### config.mk
export PLATFORM = sky130hd
export DESIGN_NAME = irq_status_ctrl
export DESIGN_NICKNAME = d
export VERILOG_FILES = /design/src/rtl/irq_pkg.sv /design/src/rtl/irq_sticky_bank.sv /design/src/rtl/irq_mask_reg.sv /design/src/rtl/irq_status_ctrl.sv
export SDC_FILE = /design/constraint.sdc
export NUM_CORES = 1
export LEC_CHECK = 0
export BUFFER_PORTS_ARGS = -buffer_cell sky130_fd_sc_hd__buf_2
export CORE_MARGIN = 8
export CORE_UTILIZATION = 50
export CTS_CLUSTER_SIZE = 25
export DETAILED_ROUTE_END_ITERATION = 8
export GPL_TIMING_DRIVEN = 0
export PLACE_DENSITY_LB_ADDON = 0.3
export SETUP_SLACK_MARGIN = 0.3
export SLEW_MARGIN = 20
export SYNTH_ARGS = -nofsm -noshare
export SYNTH_HDL_FRONTEND = slang
export SYNTH_SLANG_ARGS = --single-unit
export TNS_END_PERCENT = 20
### constraint.sdc
create_clock -name clk -period 1.6 [get_ports clk]
set_input_delay 0.08 -clock clk [delete_from_list [all_inputs] [get_ports clk]]
set_output_delay 0.08 -clock clk [all_outputs]
set_load 0.005 [all_outputs]
### src/rtl/irq_pkg.sv
package irq_pkg;
   localparam int AUX_W     = 3;
   localparam int AUX_TMR   = 0;
   localparam int AUX_WDOG  = 1;
   localparam int AUX_WAKE  = 2;

   typedef enum logic {
      SEL_MAIN = 1'b0,
      SEL_AUX  = 1'b1
   } reg_sel_e;
endpackage

### src/rtl/irq_sticky_bank.sv
module irq_sticky_bank #(
   parameter int W = 4
) (
   input  logic         clk,
   input  logic         rst_n,
   input  logic [W-1:0] set_i,
   input  logic [W-1:0] clr_i,
   output logic [W-1:0] q_o
);
   logic [W-1:0] q_r;

   if (W < 1) begin : g_bad_w
      $error("irq_sticky_bank: W must be at least 1");
   end

   always_ff @(posedge clk) begin
      if (!rst_n) q_r <= '0;
      else        q_r <= (q_r & ~clr_i) | set_i;
   end

   assign q_o = q_r;

   for (genvar i = 0; i < W; i++) begin : g_chk
      AST_EVENT_LATCHED: assert property (@(posedge clk) disable iff (!rst_n)
         set_i[i] |=> q_r[i]);
   end
endmodule

### src/rtl/irq_mask_reg.sv
module irq_mask_reg #(
   parameter int W = 8
) (
   input  logic         clk,
   input  logic         rst_n,
   input  logic         we_i,
   input  logic [W-1:0] wdata_i,
   output logic [W-1:0] mask_o
);
   logic [W-1:0] mask_r;

   always_ff @(posedge clk) begin
      if (!rst_n)    mask_r <= '1;
      else if (we_i) mask_r <= wdata_i;
   end

   assign mask_o = mask_r;

   AST_MASK_LOADED: assert property (@(posedge clk) disable iff (!rst_n)
      we_i |=> (mask_r == $past(wdata_i)));
endmodule

### src/rtl/irq_status_ctrl.sv
module irq_status_ctrl
   import irq_pkg::*;
#(
   parameter int NUM_EV  = 6,
   parameter bit IRQ_REG = 1'b1,
   localparam int REG_W  = NUM_EV + 2
) (
   input  logic             clk,
   input  logic             rst_n,
   input  logic [NUM_EV-1:0] ev_src_i,
   input  logic             chg_ev_i,
   input  logic             tmr_ev_i,
   input  logic             wdog_ev_i,
   input  logic             wake_ev_i,
   input  logic             bus_sel_i,
   input  logic             bus_rd_i,
   input  logic             bus_wr_i,
   input  logic [REG_W-1:0] bus_wdata_i,
   output logic [REG_W-1:0] bus_rdata_o,
   output logic             irq_o
);
   localparam int AUX_BIT = NUM_EV;
   localparam int CHG_BIT = NUM_EV + 1;
   localparam int PM_W    = NUM_EV + 1;

   if (NUM_EV < 1 || NUM_EV > 30) begin : g_bad_num
      $error("irq_status_ctrl: NUM_EV must be within 1..30");
   end

   logic             rd_main, rd_aux, wr_main;
   logic [REG_W-1:0] mask_q;
   logic [PM_W-1:0]  pm_set, pm_clr, pm_q;
   logic [AUX_W-1:0] aux_set, aux_clr, aux_q;
   logic             aux_any;
   logic [REG_W-1:0] view;
   logic             irq_next;

   assign rd_main = bus_rd_i && (reg_sel_e'(bus_sel_i) == SEL_MAIN);
   assign rd_aux  = bus_rd_i && (reg_sel_e'(bus_sel_i) == SEL_AUX);
   assign wr_main = bus_wr_i && (reg_sel_e'(bus_sel_i) == SEL_MAIN);

   irq_mask_reg #(.W(REG_W)) mask_i (
      .clk(clk), .rst_n(rst_n), .we_i(wr_main),
      .wdata_i(bus_wdata_i), .mask_o(mask_q)
   );

   // main pending bank: general sources then channel change on top
   assign pm_set = {chg_ev_i, ev_src_i};
   assign pm_clr = rd_main ? {view[CHG_BIT], view[NUM_EV-1:0]} : '0;

   irq_sticky_bank #(.W(PM_W)) main_bank_i (
      .clk(clk), .rst_n(rst_n), .set_i(pm_set), .clr_i(pm_clr), .q_o(pm_q)
   );

   always_comb begin
      aux_set           = '0;
      aux_set[AUX_TMR]  = tmr_ev_i;
      aux_set[AUX_WDOG] = wdog_ev_i;
      aux_set[AUX_WAKE] = wake_ev_i;
   end
   assign aux_clr = rd_aux ? aux_q : '0;

   irq_sticky_bank #(.W(AUX_W)) aux_bank_i (
      .clk(clk), .rst_n(rst_n), .set_i(aux_set), .clr_i(aux_clr), .q_o(aux_q)
   );

   assign aux_any = |aux_q;

   always_comb begin
      view                 = '0;
      view[NUM_EV-1:0]     = pm_q[NUM_EV-1:0] & ~mask_q[NUM_EV-1:0];
      view[AUX_BIT]        = aux_any & ~mask_q[AUX_BIT];
      view[CHG_BIT]        = pm_q[NUM_EV];
   end

   always_comb begin
      if (rd_main)     bus_rdata_o = view;
      else if (rd_aux) bus_rdata_o = {{(REG_W-AUX_W){1'b0}}, aux_q};
      else             bus_rdata_o = '0;
   end

   assign irq_next = (|view[NUM_EV:0]) | (pm_q[NUM_EV] & ~mask_q[CHG_BIT]);

   if (IRQ_REG) begin : g_irq_reg
      logic irq_r;
      always_ff @(posedge clk) begin
         if (!rst_n) irq_r <= 1'b0;
         else        irq_r <= irq_next;
      end
      assign irq_o = irq_r;

      AST_CHG_SILENT: assert property (@(posedge clk) disable iff (!rst_n)
         (mask_q[CHG_BIT] && !(|(pm_q[NUM_EV-1:0] & ~mask_q[NUM_EV-1:0]))
          && !(aux_any && !mask_q[AUX_BIT])) |=> !irq_o);
   end else begin : g_irq_comb
      assign irq_o = irq_next;
   end

   for (genvar i = 0; i < NUM_EV; i++) begin : g_main_chk
      AST_MASKED_KEPT: assert property (@(posedge clk) disable iff (!rst_n)
         (pm_q[i] && mask_q[i]) |=> pm_q[i]);
   end

   for (genvar j = 0; j < AUX_W; j++) begin : g_aux_chk
      AST_AUX_DRAINED: assert property (@(posedge clk) disable iff (!rst_n)
         (rd_aux && aux_q[j] && !aux_set[j]) |=> !aux_q[j]);
   end
endmodule

==> results of run 1 <==
-- cell families (layout without fill, tap and decap cells) --
kind of cell,Yosys count,count (layout),share of synthesized area (%)
buffers and inverters,9,55,6.023
and+or+nand+nor,51,51,31.03
DFF,19,19,45.78
AOI/OAI and AO/OA,21,21,17.17
-- power by group through the flow --
stage	sequential, uW	clock, uW	combinational, uW
floorplan	536	0	87.8
global placement	539	0	133
global route	534	258	181
CTS	530	249	162
detailed placement	541	0	137
finish	530	245	162
-- metrics by stage --
step           utilization (%)  area, um^2  hold WS [ns]
6_report                 74.84        1154      0.003288
5_1_grt                  74.84        1154       0.01878
4_1_cts                  74.84        1154      0.005265
3_5_place_dp             64.61       996.0        0.2932
3_3_place_gp             64.61       996.0        0.2874
2_1_floorplan                -       830.8        0.2028
-- sequential cells by signal, summed over array words and instances, names as in the netlist --
name and flops:
main_bank_i.q_o 7, mask_i.mask_o 8, aux_bank_i.q_o 3, irq_o 1
-- cell type report --
cell class,count,area [um^2]
Sequential cell,19,380.4
Clock inverter,1,5.005
Buffer,6,38.79
Multi-Input combinational cell,72,400.4
Inverter,3,11.26
Timing Repair Buffer,42,275.3
Tap cell,16,20.02
Fill cell,134,387.9
Clock buffer,3,22.52
-- worst max-delay path by stage --
stage,cells past startpoint,startpoint,to
after global routing,4,mask_i.mask_o[2],bus_rdata_o[2]
after global placement,3,aux_bank_i.q_o[0],irq_o
final,3,aux_bank_i.q_o[0],bus_rdata_o[6]
after CTS,4,mask_i.mask_o[1],bus_rdata_o[1]
after floorplan,3,aux_bank_i.q_o[0],irq_o
after detailed placement,3,aux_bank_i.q_o[0],irq_o
-- layer usage --
layer / vias to the layer above / GRT usage [%] / share of wire, %
li1: 428 / - / -
met1: 364 / 13.66 / 44
met2: 22 / 23.67 / 50
met3: 2 / 3.820 / 5.7
met4: 0 / 3.020 / 0.44
met5: - / 0 / 0
-- worst max-delay path, stage by stage (launching register included) --
cell and delay [ns]:
dfxtp_1 0.35, nor3_1 0.28, nor3_1 0.11, buf_2 0.15
-- layout by cell type (no fill, tap or decap), types with 4 or more instances in the layout --
cell and instances:
nor2b_1 5, dlygate4sd3_1 13, o21a_1 12, buf_2 30, nand3_1 8, nand2_1 20, dfxtp_1 19, nor3_1 4
nand2b_1 6, a21oi_1 4
-- timing repair --
item / in CTS / in global routing
endpoints found under the setup margin: 0 / 4
resized for setup: 0 / 1
hold buffers: 13 / 0
buffers inserted: 0 / 0
endpoints found under the hold margin: 13 / 0
==> flow_metrics.py, run 1 <==
metrics = {
    "run_status": {
        "outcome": "finished, final reports clean",
    },
    "critical_path": {
        "start_kind": "flop",
        "cp.arrival_ns": 1.18,
        "r2r-start": "aux_bank_i.q_o[0]",
        "reg2reg_depth": 3,
        "required_ns": 1.52,
        "worst-r2r-setup-slack_ns": 0.51,
        "rr_endpoint": "irq_o",
        "criticalPathCategory": "flop to output port",
        "path_max_fanout": 3,
        "cp-end-kind": "output port",
    },
    "sta": {
        "slew_violations": 0,
        "finalSetupViolCount": 0,
        "clock.fmax_mhz": 795.4,
        "fin_setup_tns_ns": 0,
        "worst_pin_slew_ns": 0.4096,
        "setup_slack_ns": 0.3428,
        "hold_violations": 0,
        "relSlewSlack_pct": 72.69,
        "fin_skew_ns": 0.004802,
        "grt_setup_unrepaired": "yes",
        "finalWorstPathRequiredPeriod_ns": 1.257,
        "min_period_over_period_pct": 78.58,
    },
    "yosys": {
        "yosysMostFrequentCell": "nand2_1",
        "synth_common_cells": "nand2_1, dfxtp_1, o21a_1, nand3_1, nand2b_1",
        "synth.avg_cell_area_um2": 8.308,
        "yosysWarnings": 0,
        "synth_area_leaders": "dfxtp_1, o21a_1, nand2_1, nand3_1, nand2b_1",
        "ys_seq_area_share_pct": 45.78,
        "synth_cell_types": 21,
        "synth-seq-cells": 19,
        "ys.flop_type": "dfxtp_1",
        "syn_area_um2": 830.8,
        "netlist_instances": 100,
        "synth_edf_count": 0,
        "syn_nets": 123,
        "synth_top_area_share_pct": 45.78,
        "synthArstFlopShare_pct": 0,
        "synth_top_area_cell": "dfxtp_1",
    },
    "global_route": {
        "grt_use_total_pct": 12.79,
        "antenna_found_initial": 0,
        "grt_pass1_vias": 807,
        "grt_pass1_wl_um": 3450,
        "overflow": 0,
        "grt_max_degree": 12,
    },
    "route": {
        "via_per_inst": 5.037,
        "post_drt_wl_per_cell_um": 12.70,
        "num_vias": 816,
        "drc": 0,
        "dr.pass1.iters": 4,
        "routed_wl_um": 2057,
        "drtAntennaViolNets": 0,
        "drt_iter0_drc": 24,
    },
    "worst_hold_path": {
        "worstHoldStart": "ev_src_i[0]",
        "min_path_type": "input port to flop",
        "worst_hold_path.endpoint": "main_bank_i.q_o[0]",
        "hold_depth": 2,
    },
    "layout": {
        "area_growth_pct": 38.86,
        "drive_gt1_share_pct": 25.34,
        "nets": 170,
        "num_antenna_cells": 0,
        "finalNonFillerCells": 162,
    },
    "clocking": {
        "cts-root-buf": "clkbuf_4",
        "clk_latency_ns": 0.29,
        "path_clk_slew_ns": 0.11,
        "cts_made_buffers": 3,
        "cts.path.max_buffers": 2,
        "htreeDepth": 1,
        "cts.sinks": 19,
        "tritoncts": "done",
    },
    "power_and_ir_drop": {
        "p_switching_uw": 241.9,
        "leakagePower_uw": 0.0005460,
        "seqPwrFrac_pct": 56.6,
        "total_power_uw": 936.5,
        "vdd_drop_max_uv": 740.8,
        "internal_power_uw": 694.6,
        "p_per_area_nw_per_um2": 811.8,
        "swShare_pct": 25.83,
        "power_frac_clock_pct": 26.1,
        "comb_power_share_pct": 17.3,
    },
    "placed_design": {
        "gp_congestion": 0.7208,
        "post-place-ws_ns": 0.5473,
        "dp.cells": 145,
        "dpl.hpwl_um": 1494,
        "io_buffers": 29,
    },
    "floorplan": {
        "design.die.area_um2": 3222,
        "die-width_um": 56.76,
        "placementRows": 14,
        "dieHeight_um": 56.76,
        "pin_count": 32,
        "start_util_pct": 53.90,
        "core-area_um2": 1541,
    },
    "flow_run": {
        "cap_violations": 0,
    },
}
No activity file was read; power rests on OpenSTA's default activity.
==> run 2: changes to the inputs <==
- ABC_AREA: not set -> 1
- CORE_UTILIZATION: 50 -> 47
- clock period: 1.6 -> 1.2 ns (I/O delays scaled with it)
==> run 2 against run 1 <==
- register-to-register slack got worse by 0.23 ns
- utilization fell by 1.4 points
- critical endpoint is now bus_rdata_o[2]
- largest cell class is now sequential cells
- sequential share of layout area fell by 2.4 points
- synthesized cell count rose by 7.0%
- global-route usage rose by 0.90 points
- via count rose by 4.9%
- non-clock buffer count rose by 3
- area after synthesis rose by 3.9%
- clock skew fell by 0.0030 ns
==> flow_metrics.py, run 2 <==
metrics = {
    "run_status": {
        "outcome": "finished, final reports clean",
    },
    "clocking": {
        "cts.path.max_buffers": 2,
        "path_clk_slew_ns": 0.10,
        "clk_latency_ns": 0.30,
        "cts.sinks": 19,
        "cts-root-buf": "clkbuf_4",
        "htreeDepth": 1,
        "cts_made_buffers": 3,
        "tritoncts": "done",
    },
    "sta": {
        "hold_slack_ns": 0.02279,
        "grt_setup_unrepaired": "yes",
        "min_period_over_period_pct": 89.64,
        "clock.fmax_mhz": 929.6,
        "fin_setup_tns_ns": 0,
        "hold_violations": 0,
        "finalWorstPathRequiredPeriod_ns": 1.076,
        "fin_skew_ns": 0.001773,
        "finalSetupViolCount": 0,
        "slew_violations": 0,
        "worst_pin_slew_ns": 0.2039,
        "relSlewSlack_pct": 86.39,
    },
    "yosys": {
        "synth_edf_count": 0,
        "synth_top_area_share_pct": 44.06,
        "yosysWarnings": 0,
        "synth_top_area_cell": "dfxtp_1",
        "syn_nets": 130,
        "synth.avg_cell_area_um2": 8.068,
        "synthArstFlopShare_pct": 0,
        "synth_area_leaders": "dfxtp_1, o211ai_2, inv_1, nand2_1, a21oi_1",
        "synth-seq-cells": 19,
        "ys_seq_area_share_pct": 44.06,
        "synth_common_cells": "dfxtp_1, inv_1, nand2_1, nor2_1, a21oi_1",
        "synth_cell_types": 18,
        "ys.flop_type": "dfxtp_1",
        "syn_area_um2": 863.3,
        "yosysMostFrequentCell": "dfxtp_1",
        "netlist_instances": 107,
    },
    "power_and_ir_drop": {
        "leakagePower_uw": 0.0006570,
        "seqPwrFrac_pct": 54.8,
        "p_switching_uw": 339.0,
        "swShare_pct": 26.47,
        "vdd_drop_max_uv": 617.9,
        "internal_power_uw": 941.9,
        "p_per_area_nw_per_um2": 1010,
        "comb_power_share_pct": 20.0,
        "power_frac_clock_pct": 25.2,
    },
    "layout": {
        "area_growth_pct": 46.96,
        "num_antenna_cells": 0,
        "nets": 183,
        "largest_reg_flops": 8,
        "ff_latch_area_um2": 387.9,
        "drive_gt1_share_pct": 43.40,
        "final_cell_mix": "buf_2, dlygate4sd3_1, nand2_1",
        "fillers": 154,
        "final_common_cell": "buf_2",
        "multi_input_area_um2": 375.4,
    },
    "route": {
        "drc": 0,
        "drtAntennaViolNets": 0,
        "routed_wl_um": 2218,
        "drt_iter0_drc": 14,
        "post_drt_wl_per_cell_um": 12.05,
        "via_per_inst": 4.652,
        "num_vias": 856,
        "dr.pass1.iters": 6,
    },
    "floorplan": {
        "pin_count": 32,
        "dieHeight_um": 58.86,
        "design.die.area_um2": 3465,
        "core-area_um2": 1727,
        "placementRows": 15,
        "start_util_pct": 50.00,
        "die-width_um": 58.86,
    },
    "global_route": {
        "grt_pass1_vias": 890,
        "grtUsageMet2_pct": 23.83,
        "met3_usage_pct": 4.783,
        "overflow": 0,
        "grt_max_degree": 11,
        "busiest_layer": "met2",
        "met1_usage_pct": 13.91,
        "grt_use_total_pct": 13.69,
        "antenna_found_initial": 0,
        "grt_pass1_wl_um": 3712,
    },
    "worst_hold_path": {
        "min_path_type": "input port to flop",
    },
    "critical_path": {
        "required_ns": 1.14,
        "start_kind": "flop",
        "cp-end-kind": "output port",
        "cp.arrival_ns": 1.02,
        "criticalPathCategory": "flop to output port",
        "path_max_fanout": 2,
    },
    "placed_design": {
        "dpl.hpwl_um": 1542,
        "gp_congestion": 0.7771,
        "io_buffers": 30,
    },
    "flow_run": {
        "cap_violations": 0,
    },
}
==> run 2: changes by cell type in the layout (fill, tap and decap cells not counted), moves of 7 or more <==
cell / change
o21a_1: -12
inv_1: +10
nor2_1: +10
inv_2: +7
o211ai_2: +7
==> run 2: power groups by stage <==
stage / clock network, uW / logic [uW] / registers (uW)
CTS: 328 / 253 / 699
finish: 323 / 256 / 702
global route: 355 / 286 / 706
floorplan: 0 / 132 / 707
detailed placement: 0 / 205 / 711
global placement: 0 / 199 / 708
==> run 2: path summary, 6_finish.rpt <==
check | from | endpoint | slack (ns) | cells past startpoint
setup / recovery | mask_i.mask_o[2] | bus_rdata_o[2] | 0.12 | 4
hold / removal | ev_src_i[1] | main_bank_i.q_o[1] | 0.02 | 3
setup reg to reg | mask_i.mask_o[5] | irq_o | 0.28 | 7
hold reg to reg | main_bank_i.q_o[5] | main_bank_i.q_o[5] | 0.48 | 2
==> run 2: layout make-up <==
cell class,instances,share of cell area [%]
Multi-Input combinational cell,64,29.59
Timing Repair Buffer,48,25.84
Sequential cell,19,30.57
Clock buffer,4,2.071
Buffer,3,3.057
Tap cell,25,2.465
Inverter,21,6.410
==> run 2: cell families after synthesis <==
family	share of synthesized area, %
flip-flops	44.06
AO/OA/AOI/OAI	22.46
AND/OR/NAND/NOR	19.56
buffers and inverters	13.91
==> run 2: metrics by stage <==
stage | setup WS [ns] | instances | util, % | total power, uW | cell area (um^2)
floorplan | 0.3757 | 107 | - | 839.1 | 863.3
detailed placement | 0.2963 | 162 | 60.51 | 915.6 | 1045
global route | 0.04626 | 184 | 73.48 | 1348 | 1269
finish | 0.1243 | 184 | 73.48 | 1281 | 1269
global placement | 0.3084 | 162 | 60.51 | 907.1 | 1045
CTS | 0.1181 | 184 | 72.90 | 1280 | 1259
==> run 2: metal layers <==
metal	wire length (um)	vias to the layer above	part of all wire [%]
met5	0	-	0
li1	-	445	-
met1	881	382	40
met4	38	0	1.7
met2	1130	24	51
met3	167	5	7.5
==> run 2: critical path: stages, from the launching register on <==
cell and delay (ns):
dfxtp_2 0.34, inv_2 0.06, nand2_2 0.06, o22ai_1 0.12
buf_2 0.14
==> run 2: timing repair <==
| action | 4_1_cts | 5_1_grt |
|---|---|---|
| resized for setup | 9 | 6 |
| endpoints found under the setup margin | 9 | 9 |
| hold buffers | 17 | 0 |
| gates cloned | 0 | 0 |
| buffers inserted | 1 | 0 |
| endpoints found under the hold margin | 17 | 0 |
| pin swaps | 3 | 4 |
==> run 3: changes to the inputs <==
- GPL_TIMING_DRIVEN: 0 -> not set
- PLACE_DENSITY: not set -> 0.8
- PLACE_DENSITY_LB_ADDON: 0.3 -> not set
==> run 3 against run 2 <==
- sequential cell count is the same
- via count decreased by 4.2%
- worst setup slack improved by 0.0061 ns
- hold slack worse by 0.0053 ns
- global-route usage is 0.81 points lower
- largest power group unchanged
- highest routed layer unchanged
==> flow_metrics.py, run 3 (synthesized netlist as in run 2, its figures left out) <==
metrics = {
    "layout": {
        "stdcell_area_um2": 1235,
        "area_growth_pct": 43.04,
        "num_antenna_cells": 0,
        "nets": 180,
        "final_cell_mix": "buf_2, dlygate4sd3_1, nand2_1, dfxtp_1, inv_1",
        "finalNonFillerCells": 181,
        "drive_gt1_share_pct": 42.95,
        "largest_reg_flops": 8,
        "final_common_cell": "buf_2",
        "post-route-util_pct": 71.52,
    },
    "floorplan": {
        "start_util_pct": 50.00,
        "core-area_um2": 1727,
        "design.die.area_um2": 3465,
        "dieHeight_um": 58.86,
        "placementRows": 15,
        "die-width_um": 58.86,
        "pin_count": 32,
    },
    "sta": {
        "finalSetupViolCount": 0,
        "fin_setup_tns_ns": 0,
        "clock.fmax_mhz": 934.9,
        "min_period_over_period_pct": 89.13,
        "grt_setup_unrepaired": "yes",
        "relSlewSlack_pct": 81.23,
        "slew_violations": 0,
        "fin_skew_ns": 0.0007180,
        "worst_pin_slew_ns": 0.2815,
        "finalWorstPathRequiredPeriod_ns": 1.070,
        "hold_violations": 0,
    },
    "clocking": {
        "path_clk_slew_ns": 0.10,
        "cts_made_buffers": 3,
        "cts.sinks": 19,
        "htreeDepth": 1,
        "cts-root-buf": "clkbuf_4",
        "cts.path.max_buffers": 2,
        "tritoncts": "done",
        "clk_latency_ns": 0.28,
    },
    "global_route": {
        "grt_pass1_vias": 831,
        "grt_pass1_wl_um": 3546,
        "overflow": 0,
        "grt_max_degree": 16,
        "grt_use_total_pct": 12.88,
        "antenna_found_initial": 0,
    },
    "critical_path": {
        "cp-end-kind": "output port",
        "required_ns": 1.14,
        "cp.arrival_ns": 1.01,
        "reg2reg_depth": 7,
        "path_max_fanout": 2,
        "r2r-start": "mask_i.mask_o[5]",
        "crit_start": "mask_i.mask_o[0]",
        "criticalPathCategory": "flop to output port",
        "start_kind": "flop",
    },
    "route": {
        "drtAntennaViolNets": 0,
        "dr.pass1.iters": 4,
        "routed_wl_um": 2097,
        "num_vias": 820,
        "post_drt_wl_per_cell_um": 11.59,
        "drc": 0,
        "drt_iter0_drc": 11,
        "via_per_inst": 4.530,
    },
    "placed_design": {
        "io_buffers": 31,
        "dpl-instance-area_um2": 1011,
        "gp_congestion": 0.8481,
        "dpl.hpwl_um": 1503,
        "dp.cells": 160,
    },
    "worst_hold_path": {
        "worstHoldStart": "ev_src_i[5]",
        "min_path_type": "input port to flop",
        "hold_depth": 3,
    },
    "power_and_ir_drop": {
        "total_power_uw": 1247,
        "p_per_area_nw_per_um2": 1009,
        "leakagePower_uw": 0.0006404,
        "vdd_drop_max_uv": 635.5,
    },
    "run_status": {
        "outcome": "finished, final reports clean",
    },
    "flow_run": {
        "cap_violations": 0,
    },
}
## run 3: changes by cell type in the layout (fill, tap and decap cells not counted), sizes merged
cell	before	now
buf	34	32
dlygate4sd3	17	16
## run 3: power by group
part	switching (uW)	internal [uW]	total, uW
clock network	175	129	304
logic	120	122	242
registers	22.9	678	701
## run 3: worst max-delay path, stage by stage, from the launching register on
cell	delay (ns)
dfxtp_1	0.33
inv_1	0.07
nand2_1	0.09
o22ai_2	0.10
buf_2	0.13
## run 3: cell type report
class	count	area, um^2
fillers	158	491.7
inverters	21	81.33
clock buffers	4	26.28
multi-input cells	64	387.9
flip-flops and latches	19	385.4
repair buffers	48	322.8
well taps	25	31.28
## run 3: through the flow
| stage | hold slack [ns] | setup slack [ns] |
|---|---|---|
| CTS | 0.001079 | 0.1155 |
| finish | 0.01753 | 0.1304 |
| global route | 0.01686 | 0.07079 |
| detailed placement | 0.2706 | 0.3074 |
| floorplan | 0.1675 | 0.3757 |
| global placement | 0.2657 | 0.3288 |
## run 3: path summary, 6_finish.rpt
| check | to | slack (ns) |
|---|---|---|
| max reg2reg | irq_o | 0.30 |
| min | main_bank_i.q_o[5] | 0.02 |
| min reg2reg | main_bank_i.q_o[5] | 0.47 |
| max | bus_rdata_o[0] | 0.13 |
## run 3: layer usage
metal	routed length [um]	GRT usage, %	vias to the layer above
li1	-	-	434
met1	932	14.52	354
met2	982	21.18	30
met3	167	5.652	2
met4	14	4.096	0
met5	0	0	-
## run 3: timing repair
item / in CTS / in global routing
buffers inserted: 1 / 0
gates cloned: 0 / 0
hold buffers: 15 / 1
pin swaps: 4 / 3
endpoints found under the setup margin: 9 / 9
endpoints found under the hold margin: 15 / 1
gates resized for setup: 9 / 6
